**config.mk**
```make
export PLATFORM = sky130hd
export DESIGN_NAME = pgm_flag_ctrl
export DESIGN_NICKNAME = d
export VERILOG_FILES = /design/src/rtl/pgm_flag_pkg.sv /design/src/rtl/pgm_req_gate.sv /design/src/rtl/pgm_op_timer.sv /design/src/rtl/pgm_flag_regs.sv /design/src/rtl/pgm_flag_ctrl.sv
export SDC_FILE = /design/constraint.sdc
export NUM_CORES = 1
export LEC_CHECK = 0
export BUFFER_PORTS_ARGS = -buffer_cell sky130_fd_sc_hd__buf_2
export CAP_MARGIN = 5
export CORE_AREA = 8 8 72 59
export DETAILED_ROUTE_END_ITERATION = 7
export DIE_AREA = 0 0 80 67
export SETUP_SLACK_MARGIN = 0.15
export SYNTH_ARGS = -nofsm -noshare
export SYNTH_HDL_FRONTEND = slang
export SYNTH_HIERARCHICAL = 1
export SYNTH_SLANG_ARGS = --single-unit
```
**constraint.sdc**
```tcl
create_clock -name clk -period 3.55 [get_ports clk]
set_input_delay 1.065 -clock clk [delete_from_list [all_inputs] [get_ports clk]]
set_output_delay 1.065 -clock clk [all_outputs]
set_load 0.005 [all_outputs]
```
**src/rtl/pgm_flag_pkg.sv**
```systemverilog
package pgm_flag_pkg;

    localparam int SB_READY = 7;
    localparam int SB_FAIL  = 4;
    localparam int SB_PROT  = 1;

    typedef enum logic [1:0] {
        ACT_IDLE   = 2'd0,
        ACT_RUN    = 2'd1,
        ACT_REFUSE = 2'd2
    } req_act_e;

    typedef struct packed {
        logic ready;
        logic fail;
        logic prot;
    } flag_set_t;

    function automatic logic [7:0] pack_status(input flag_set_t f);
        logic [7:0] b;
        b           = 8'h00;
        b[SB_READY] = f.ready;
        b[SB_FAIL]  = f.fail;
        b[SB_PROT]  = f.prot;
        return b;
    endfunction

endpackage

```
**src/rtl/pgm_req_gate.sv**
```systemverilog
module pgm_req_gate
    import pgm_flag_pkg::*;
(
    input  logic     req_i,
    input  logic     clean_end_i,
    input  logic     protected_i,
    input  logic     wel_i,
    input  logic     ready_i,
    output req_act_e act_o
);
    always_comb begin
        act_o = ACT_IDLE;
        if (req_i && clean_end_i && wel_i && ready_i) begin
            act_o = protected_i ? ACT_REFUSE : ACT_RUN;
        end
    end
endmodule

```
**src/rtl/pgm_op_timer.sv**
```systemverilog
module pgm_op_timer #(
    parameter int LEN_W     = 8,
    parameter int TMO_LIMIT = 100
) (
    input  logic             clk,
    input  logic             rst,
    input  logic             start_i,
    input  logic [LEN_W-1:0] len_i,
    output logic             running_o,
    output logic             end_o,
    output logic             expired_o
);
    localparam int LIM_W = $clog2(TMO_LIMIT + 1);
    localparam int CNT_W = ((LEN_W > LIM_W) ? LEN_W : LIM_W) + 1;

    logic [CNT_W-1:0] cnt_q;
    logic [CNT_W-1:0] tgt_q;
    logic             over_q;
    logic             run_q;
    logic [CNT_W-1:0] len_eff;
    logic [CNT_W-1:0] lim;

    assign lim     = CNT_W'(TMO_LIMIT);
    assign len_eff = (len_i == '0) ? CNT_W'(1) : CNT_W'(len_i);

    assign running_o = run_q;
    assign end_o     = run_q && ((cnt_q + CNT_W'(1)) == tgt_q);
    assign expired_o = end_o && over_q;

    always_ff @(posedge clk) begin
        if (rst) begin
            run_q  <= 1'b0;
            cnt_q  <= '0;
            tgt_q  <= '0;
            over_q <= 1'b0;
        end else if (start_i && !run_q) begin
            run_q  <= 1'b1;
            cnt_q  <= '0;
            tgt_q  <= (len_eff > lim) ? lim : len_eff;
            over_q <= (len_eff > lim);
        end else if (run_q) begin
            if (end_o) begin
                run_q <= 1'b0;
            end else begin
                cnt_q <= cnt_q + CNT_W'(1);
            end
        end
    end
endmodule

```
**src/rtl/pgm_flag_regs.sv**
```systemverilog
module pgm_flag_regs
    import pgm_flag_pkg::*;
(
    input  logic      clk,
    input  logic      rst,
    input  logic      wren_i,
    input  logic      clr_i,
    input  req_act_e  act_i,
    input  logic      running_i,
    input  logic      end_i,
    input  logic      expired_i,
    output logic      wel_o,
    output flag_set_t flags_o
);
    logic wel_q;
    logic fail_q;
    logic prot_q;

    always_ff @(posedge clk) begin
        if (rst) begin
            wel_q  <= 1'b0;
            fail_q <= 1'b0;
            prot_q <= 1'b0;
        end else begin
            if (end_i) begin
                wel_q <= 1'b0;
            end else if (wren_i && !running_i) begin
                wel_q <= 1'b1;
            end

            if (expired_i || act_i == ACT_REFUSE) begin
                fail_q <= 1'b1;
            end else if (clr_i) begin
                fail_q <= 1'b0;
            end

            if (act_i == ACT_REFUSE) begin
                prot_q <= 1'b1;
            end else if (clr_i) begin
                prot_q <= 1'b0;
            end
        end
    end

    assign wel_o         = wel_q;
    assign flags_o.ready = !running_i;
    assign flags_o.fail  = fail_q;
    assign flags_o.prot  = prot_q;
endmodule

```
**src/rtl/pgm_flag_ctrl.sv**
```systemverilog
module pgm_flag_ctrl
    import pgm_flag_pkg::*;
#(
    parameter int LEN_W     = 8,
    parameter int TMO_LIMIT = 100
) (
    input  logic             clk,
    input  logic             rst,
    input  logic             wren_pulse,
    input  logic             clrflag_pulse,
    input  logic             pgm_req,
    input  logic             pgm_clean_end,
    input  logic             pgm_protected,
    input  logic [LEN_W-1:0] pgm_len,
    output logic [7:0]       status_byte,
    output logic             wel
);
    req_act_e  act;
    logic      running;
    logic      op_end;
    logic      op_expired;
    logic      wel_int;
    flag_set_t flags;

    pgm_req_gate u_gate (
        .req_i       (pgm_req),
        .clean_end_i (pgm_clean_end),
        .protected_i (pgm_protected),
        .wel_i       (wel_int),
        .ready_i     (!running),
        .act_o       (act)
    );

    pgm_op_timer #(
        .LEN_W     (LEN_W),
        .TMO_LIMIT (TMO_LIMIT)
    ) u_timer (
        .clk       (clk),
        .rst       (rst),
        .start_i   (act == ACT_RUN),
        .len_i     (pgm_len),
        .running_o (running),
        .end_o     (op_end),
        .expired_o (op_expired)
    );

    pgm_flag_regs u_regs (
        .clk       (clk),
        .rst       (rst),
        .wren_i    (wren_pulse),
        .clr_i     (clrflag_pulse),
        .act_i     (act),
        .running_i (running),
        .end_i     (op_end),
        .expired_i (op_expired),
        .wel_o     (wel_int),
        .flags_o   (flags)
    );

    assign wel         = wel_int;
    assign status_byte = pack_status(flags);
endmodule

```
==> results.sh, run 1 <==
export IMPL_final_cell_mix="dfxtp_1 (22), buf_2 (18), nor2_1 (16)"
export IMPL_holdBufCountCts=0
export IMPL_syn_to_final_growth_pct=7.66
export IMPL_place_area_sq_um=1390
export IMPL_die_x_microns=80
export IMPL_p_per_area_nw_per_um2=326
export IMPL_placed_cells=206
export IMPL_synth_cells=157
export IMPL_dr_first_iter_drc_count=41
export IMPL_hpwl_mm=2.28
export IMPL_synth_adder_area_share_pct=0.935
export IMPL_stdcell_count=210
export IMPL_hold_viol=0
export IMPL_drc=0
export IMPL_layout_commonest_cell="dfxtp_1"
export IMPL_finish_instance_area_sq_um=1440
export IMPL_clock_sinks=22
export IMPL_globalRouteOverflowTotal=0
export IMPL_setup_violations=0
export IMPL_finalCriticalPeriod_ps=2550
export IMPL_grt_util_all_layers_pct=11.4
export IMPL_clk_pin_slew_ps=70
export IMPL_numCtsBuffers=3
export IMPL_antenna_found_initial=0
export IMPL_n_antenna_cell=0
export IMPL_fin_nets=187
export IMPL_cts_repair_resized=0
export IMPL_multi_input_area_sq_um=779
export IMPL_cp_max_fo=9
export IMPL_grt_pass1_wl_mm=4.84
export IMPL_min_delay_path_depth=2
export IMPL_path_class="in -> reg"
export IMPL_post_cts_buffers=0
export IMPL_yosys_area_share_simple_pct=27.9
export IMPL_slew_headroom_pct=60.4
export IMPL_final_core_util_pct=46.4
export IMPL_cts_htree_levels=1
export IMPL_synth_distinct_cells=47
export IMPL_cp_data_arrival_time_ps=2750
export IMPL_wl_mm=2.99
export IMPL_clock_latency_ps=260
export IMPL_drv_slew=0
export IMPL_skew_ps=5.44
export IMPL_status="complete, no violations"
export IMPL_vias_per_cell=5.39
export IMPL_io_pins=24
export IMPL_fin_setup_tns_ps=0
export IMPL_first_global_vias=1113
export IMPL_port_buffers=18
export IMPL_drive_gt1_share_pct=20.6
export IMPL_grt_setup_unrepaired="false"
export IMPL_synth_compound_area_share_pct=16.8
export IMPL_fmax_ghz=0.392
export IMPL_drv_cap=0
export IMPL_worst_pin_slew_ps=593
export IMPL_clock_root_buffer="clkbuf_8"
export IMPL_end_kind="register"
export IMPL_route_vias_total=1131
export IMPL_critPathLaunchType="input port"
export IMPL_synth_avg_cell_area_sq_um=8.53
export IMPL_worstHoldPathType="reg -> reg"
export IMPL_n_fill_cell=325
export IMPL_clockBufferDepth=2
export IMPL_reg2reg_depth=8
export IMPL_p_leak_nw=0.552
export IMPL_ys_seq_elements=22
export IMPL_seqCellArea_sq_um=440
export IMPL_yosysWarnings=6
export IMPL_period_share_pct=71.8
export IMPL_firstDrtPassIters=4
export IMPL_start_util_pct=43.1
export IMPL_antenna_left=0
export IMPL_synth_seq_area_share_pct=32.9
export IMPL_rows=18
export IMPL_wire_per_inst_microns=14.2
export IMPL_die_area_sq_um=5360
export IMPL_ir_drop_uv=177
export IMPL_synth_area_sq_um=1340
export IMPL_grt_max_degree=20
export IMPL_die_y_microns=67
export IMPL_synthXorXnorAreaFrac_pct=10.5
export IMPL_required_ps=3760
export IMPL_synth_mux_area_share_pct=0.748
export IMPL_core_area_sq_um=3110
export IMPL_synth_top_family_by_area="simple AND/OR/NAND/NOR gates"
export IMPL_gp_congestion=0.858
export IMPL_cts_tree="done"
layer usage:
metal,track usage [%],up-vias,part of all wire [%]
met2,20.0,20,50
met1,12.7,542,46
li1,-,565,-
met3,3.63,4,3.4
met4,3.62,0,0.77
met5,0,-,0
flip-flops by register name (all words and copies together) (netlist names):
signal / cells
u_timer/running_o: 1
u_timer/tgt_q: 8
u_timer/cnt_q: 9
u_regs/prot_q: 1
u_regs/wel_o: 1
u_regs/fail_q: 1
u_timer/over_q: 1
stage by stage:
step | total power, mW | setup slack (ps) | hold slack [ps]
final | 0.470 | 1000 | 468
after global routing | 0.493 | 829 | 487
after CTS | 0.479 | 1030 | 471
after detailed placement | 0.299 | 767 | 459
after global placement | 0.297 | 805 | 455
after floorplan | 0.288 | 1250 | 436
synthesized netlist by cell type (all sizes together):
library cell | number | area, sq um
mux2i | 1 | 10.0
and2b | 2 | 15.0
a22o | 3 | 26.3
xnor2 | 11 | 96.3
o21bai | 1 | 7.51
and2 | 4 | 27.5
nor3b | 1 | 7.51
o21a | 1 | 7.51
conb | 1 | 3.75
nor4b | 1 | 8.76
o21ai | 4 | 20.0
a31oi | 1 | 6.26
clkdlybuf4s15 | 1 | 10.0
nor2 | 16 | 60.1
and3 | 1 | 7.51
clkbuf | 2 | 17.5
nand2b | 3 | 18.8
a211oi | 3 | 22.5
or4 | 1 | 7.51
nand3 | 7 | 35.0
nor4 | 1 | 6.26
a31o | 3 | 26.3
ha | 1 | 12.5
a21oi | 9 | 48.8
buf | 11 | 87.6
and4 | 2 | 20.0
xor2 | 5 | 43.8
nor2b | 3 | 26.3
dfxtp | 22 | 440
o311ai | 2 | 25.0
o211ai | 1 | 7.51
a21boi | 1 | 18.8
nand4 | 3 | 18.8
nor3 | 13 | 80.1
inv | 5 | 18.8
o2111ai | 1 | 8.76
nand2 | 9 | 33.8
critical path: stages:
cell and delay, ps:
buf_2 80, nand4_1 110, nor2_1 140, nor2b_4 150, nor2b_1 460, nand2_1 130, nor3_1 370, o21ai_0 160
nand2_1 80
layout make-up:
class / count / share of cell area [%]
tap: 40 / 3.47
multi-input combinational: 120 / 54.1
timing repair buffer: 19 / 6.77
clock buffer: 4 / 3.82
sequential: 22 / 30.6
inverter: 5 / 1.30
worst paths after layout:
check,end,start,slack [ps]
worst max register to register,u_timer/cnt_q[6],u_timer/cnt_q[0],1040
worst min-delay path,u_timer/tgt_q[0],u_timer/tgt_q[0],470
worst min register to register,u_timer/tgt_q[0],u_timer/tgt_q[0],470
worst max-delay path,u_timer/tgt_q[0],pgm_req,1000
kinds of logic after synthesis:
logic type                 count (synthesis)
DFF                                       22
buffers and inverters                     19
muxes                                      1
xor gates and xnor gates                  16
other                                      1
AOI/OAI and AO/OA                         30
and+or+nand+nor                           67
adders and majority gates                  1
where the power goes:
part	internal (mW)	total, mW	switching (mW)
Combinational	0.0166	0.0394	0.0228
Sequential	0.250	0.254	0.00367
Clock	0.0988	0.177	0.0781
Power figures use the tool's default switching activity.
==> run 2, diff against run 1 <==
ABC_AREA = 1   (was not set)
CORE_AREA = 8 8 74 60   (was 8 8 72 59)
DIE_AREA = 0 0 82 68   (was 0 0 80 67)
clock period = 2.4 ns   (was 3.55 ns; I/O delays follow)
==> run 2 against run 1 <==
  * Sequential cell count unchanged
  * Sequential power increased by 51%
  * Routed wire length fell by 0.70%
  * Critical endpoint is now u_timer/cnt_q[5]
  * Largest cell class unchanged
  * Largest power group unchanged
==> results.sh, run 2 <==
export IMPL_drive_gt1_share_pct=21.5
export IMPL_grt_pass1_wl_mm=5.07
export IMPL_finish_instance_area_sq_um=1620
export IMPL_gp_congestion=0.761
export IMPL_cts_repair_resized=0
export IMPL_path_class="reg -> reg"
export IMPL_finalCriticalPeriod_ps=2000
export IMPL_ir_drop_uv=362
export IMPL_hpwl_mm=2.22
export IMPL_wire_per_inst_microns=10.6
export IMPL_p_leak_nw=0.724
export IMPL_seqCellArea_sq_um=440
export IMPL_drv_cap=0
export IMPL_clock_root_buffer="clkbuf_8"
export IMPL_cts_htree_levels=1
export IMPL_synth_edf_count=0
export IMPL_grt_max_degree=20
export IMPL_holdBufCountCts=0
export IMPL_drc=0
export IMPL_vias_per_cell=4.62
export IMPL_core_area_sq_um=3380
export IMPL_clock_sinks=22
export IMPL_synth_distinct_cells=31
export IMPL_status="complete, no violations"
export IMPL_reg_top3="u_timer/cnt_q x9, u_timer/tgt_q x8"
export IMPL_globalRouteOverflowTotal=0
export IMPL_synth_avg_cell_area_sq_um=6.58
export IMPL_wl_mm=2.97
export IMPL_cts_tree="done"
export IMPL_yosysTopAreaCell="dfxtp_1"
export IMPL_cp_data_arrival_time_ps=2160
export IMPL_final_cell_mix="nand2_1 (54), inv_1 (30), nand3_1 (24)"
export IMPL_largest_reg_flops=9
export IMPL_synth_seq_area_share_pct=31.7
export IMPL_cp_max_fo=12
export IMPL_skew_ps=2.56
export IMPL_grt_util_all_layers_pct=11.5
export IMPL_die_x_microns=82
export IMPL_grt_setup_unrepaired="false"
export IMPL_fin_nets=254
export IMPL_clk_pin_slew_ps=80
export IMPL_setup_violations=0
export IMPL_n_fill_cell=360
export IMPL_syn_to_final_growth_pct=16.9
export IMPL_final_core_util_pct=48.1
export IMPL_start_util_pct=41.1
export IMPL_synth_ff_type="dfxtp_1"
export IMPL_firstDrtPassIters=4
export IMPL_ys_top_cells_by_area="dfxtp_1 (32%), nand2_1 (15%), nand3_1 (8.6%)"
export IMPL_clockBufferDepth=2
export IMPL_synthArstFlopShare_pct=0
export IMPL_largest_register="u_timer/cnt_q"
export IMPL_period_share_pct=83.5
export IMPL_fmax_ghz=0.499
export IMPL_post_cts_buffers=0
export IMPL_yosys_cell_count_top_type="nand2_1"
export IMPL_end_kind="register"
export IMPL_die_y_microns=68
export IMPL_dr_first_iter_drc_count=116
export IMPL_ys_top_cells_by_count="nand2_1 (54), inv_1 (30), nand3_1 (24)"
export IMPL_route_vias_total=1290
export IMPL_synth_area_sq_um=1390
export IMPL_die_area_sq_um=5580
export IMPL_rows=19
export IMPL_layout_commonest_cell="nand2_1"
export IMPL_p_total_uw=835
export IMPL_hold_viol=0
export IMPL_p_per_area_nw_per_um2=514
export IMPL_netlist_area_leader_share_pct=31.7
export IMPL_place_area_sq_um=1500
export IMPL_yosysWarnings=6
export IMPL_ys_seq_elements=22
export IMPL_hold_ws_ps=468
export IMPL_required_ps=2560
export IMPL_port_buffers=18
export IMPL_antenna_left=0
export IMPL_multi_input_area_sq_um=767
export IMPL_numCtsBuffers=3
export IMPL_antenna_found_initial=0
export IMPL_fin_setup_tns_ps=0
export IMPL_synth_cells=211
export IMPL_worstHoldPathType="reg -> reg"
export IMPL_n_antenna_cell=0
export IMPL_first_global_vias=1195
export IMPL_drv_slew=0
export IMPL_io_pins=24
export IMPL_clock_latency_ps=260
export IMPL_critPathLaunchType="register"
-- run 2: changes by cell type after synthesis, sizes merged, moves of 10 or more --
cell and delta:
nand2 +47, inv +27, nand3 +18, nor2 +12
nor3 -10, xnor2 -10
-- run 2: worst paths after layout --
kind,cells after the start,end,slack (ps),start
setup reg to reg,11,u_timer/cnt_q[5],400,u_timer/cnt_q[0]
hold / removal,2,u_regs/prot_q,470,u_regs/prot_q
setup / recovery,11,u_timer/cnt_q[5],400,u_timer/cnt_q[0]
hold reg to reg,2,u_regs/prot_q,470,u_regs/prot_q
-- run 2: cell type report --
class                      instances  share of cell area [%]
multi-input combinational        150                    47.2
sequential                        22                    27.1
timing repair buffer              29                    10.6
inverter                          32                    7.40
tap                               42                    3.24
clock buffer                       3                    2.54
clock inverter                     1                    1.85
-- run 2: kinds of logic (layout without fill, tap and decap cells) --
| family | Yosys count | count (layout) | synth area share [%] |
|---|---|---|---|
| buf+inv | 43 | 65 | 14.1 |
| xor+xnor | 4 | 4 | 3.60 |
| simple gates | 116 | 116 | 38.8 |
| fa+ha+maj | 1 | 1 | 0.901 |
| compound gates | 24 | 24 | 10.5 |
| other cells | 1 | 5 | 0.270 |
| flops | 22 | 22 | 31.7 |
-- run 2: worst max-delay path: stages, from the launching register on --
cell and delay [ps]:
dfxtp_1 450, ha_1 220, nand2_1 120, nor2_2 150, nand2_1 90, nand3_1 70
nand3_1 140, nor2_4 130, nand3_4 150, buf_4 200, a21oi_1 120, nor2_1 60
-- run 2: layer usage --
layer	vias to the layer above	wire (microns)	global-route usage, %
met3	4	120	4.20
li1	702	-	-
met4	0	23	3.06
met2	19	1210	17.6
met1	565	1620	14.9
met5	-	0	0
-- run 2: where the power goes --
group          switching (mW)  internal (mW)
logic                  0.0594         0.0468
clock network           0.122          0.223
registers             0.00994          0.375
total                   0.191          0.644
-- run 2: through the flow --
step | setup slack [ps] | std cells
final | 395 | 279
after global routing | 195 | 279
after CTS | 364 | 272
after detailed placement | 395 | 268
after global placement | 395 | 268
after floorplan | 545 | 215
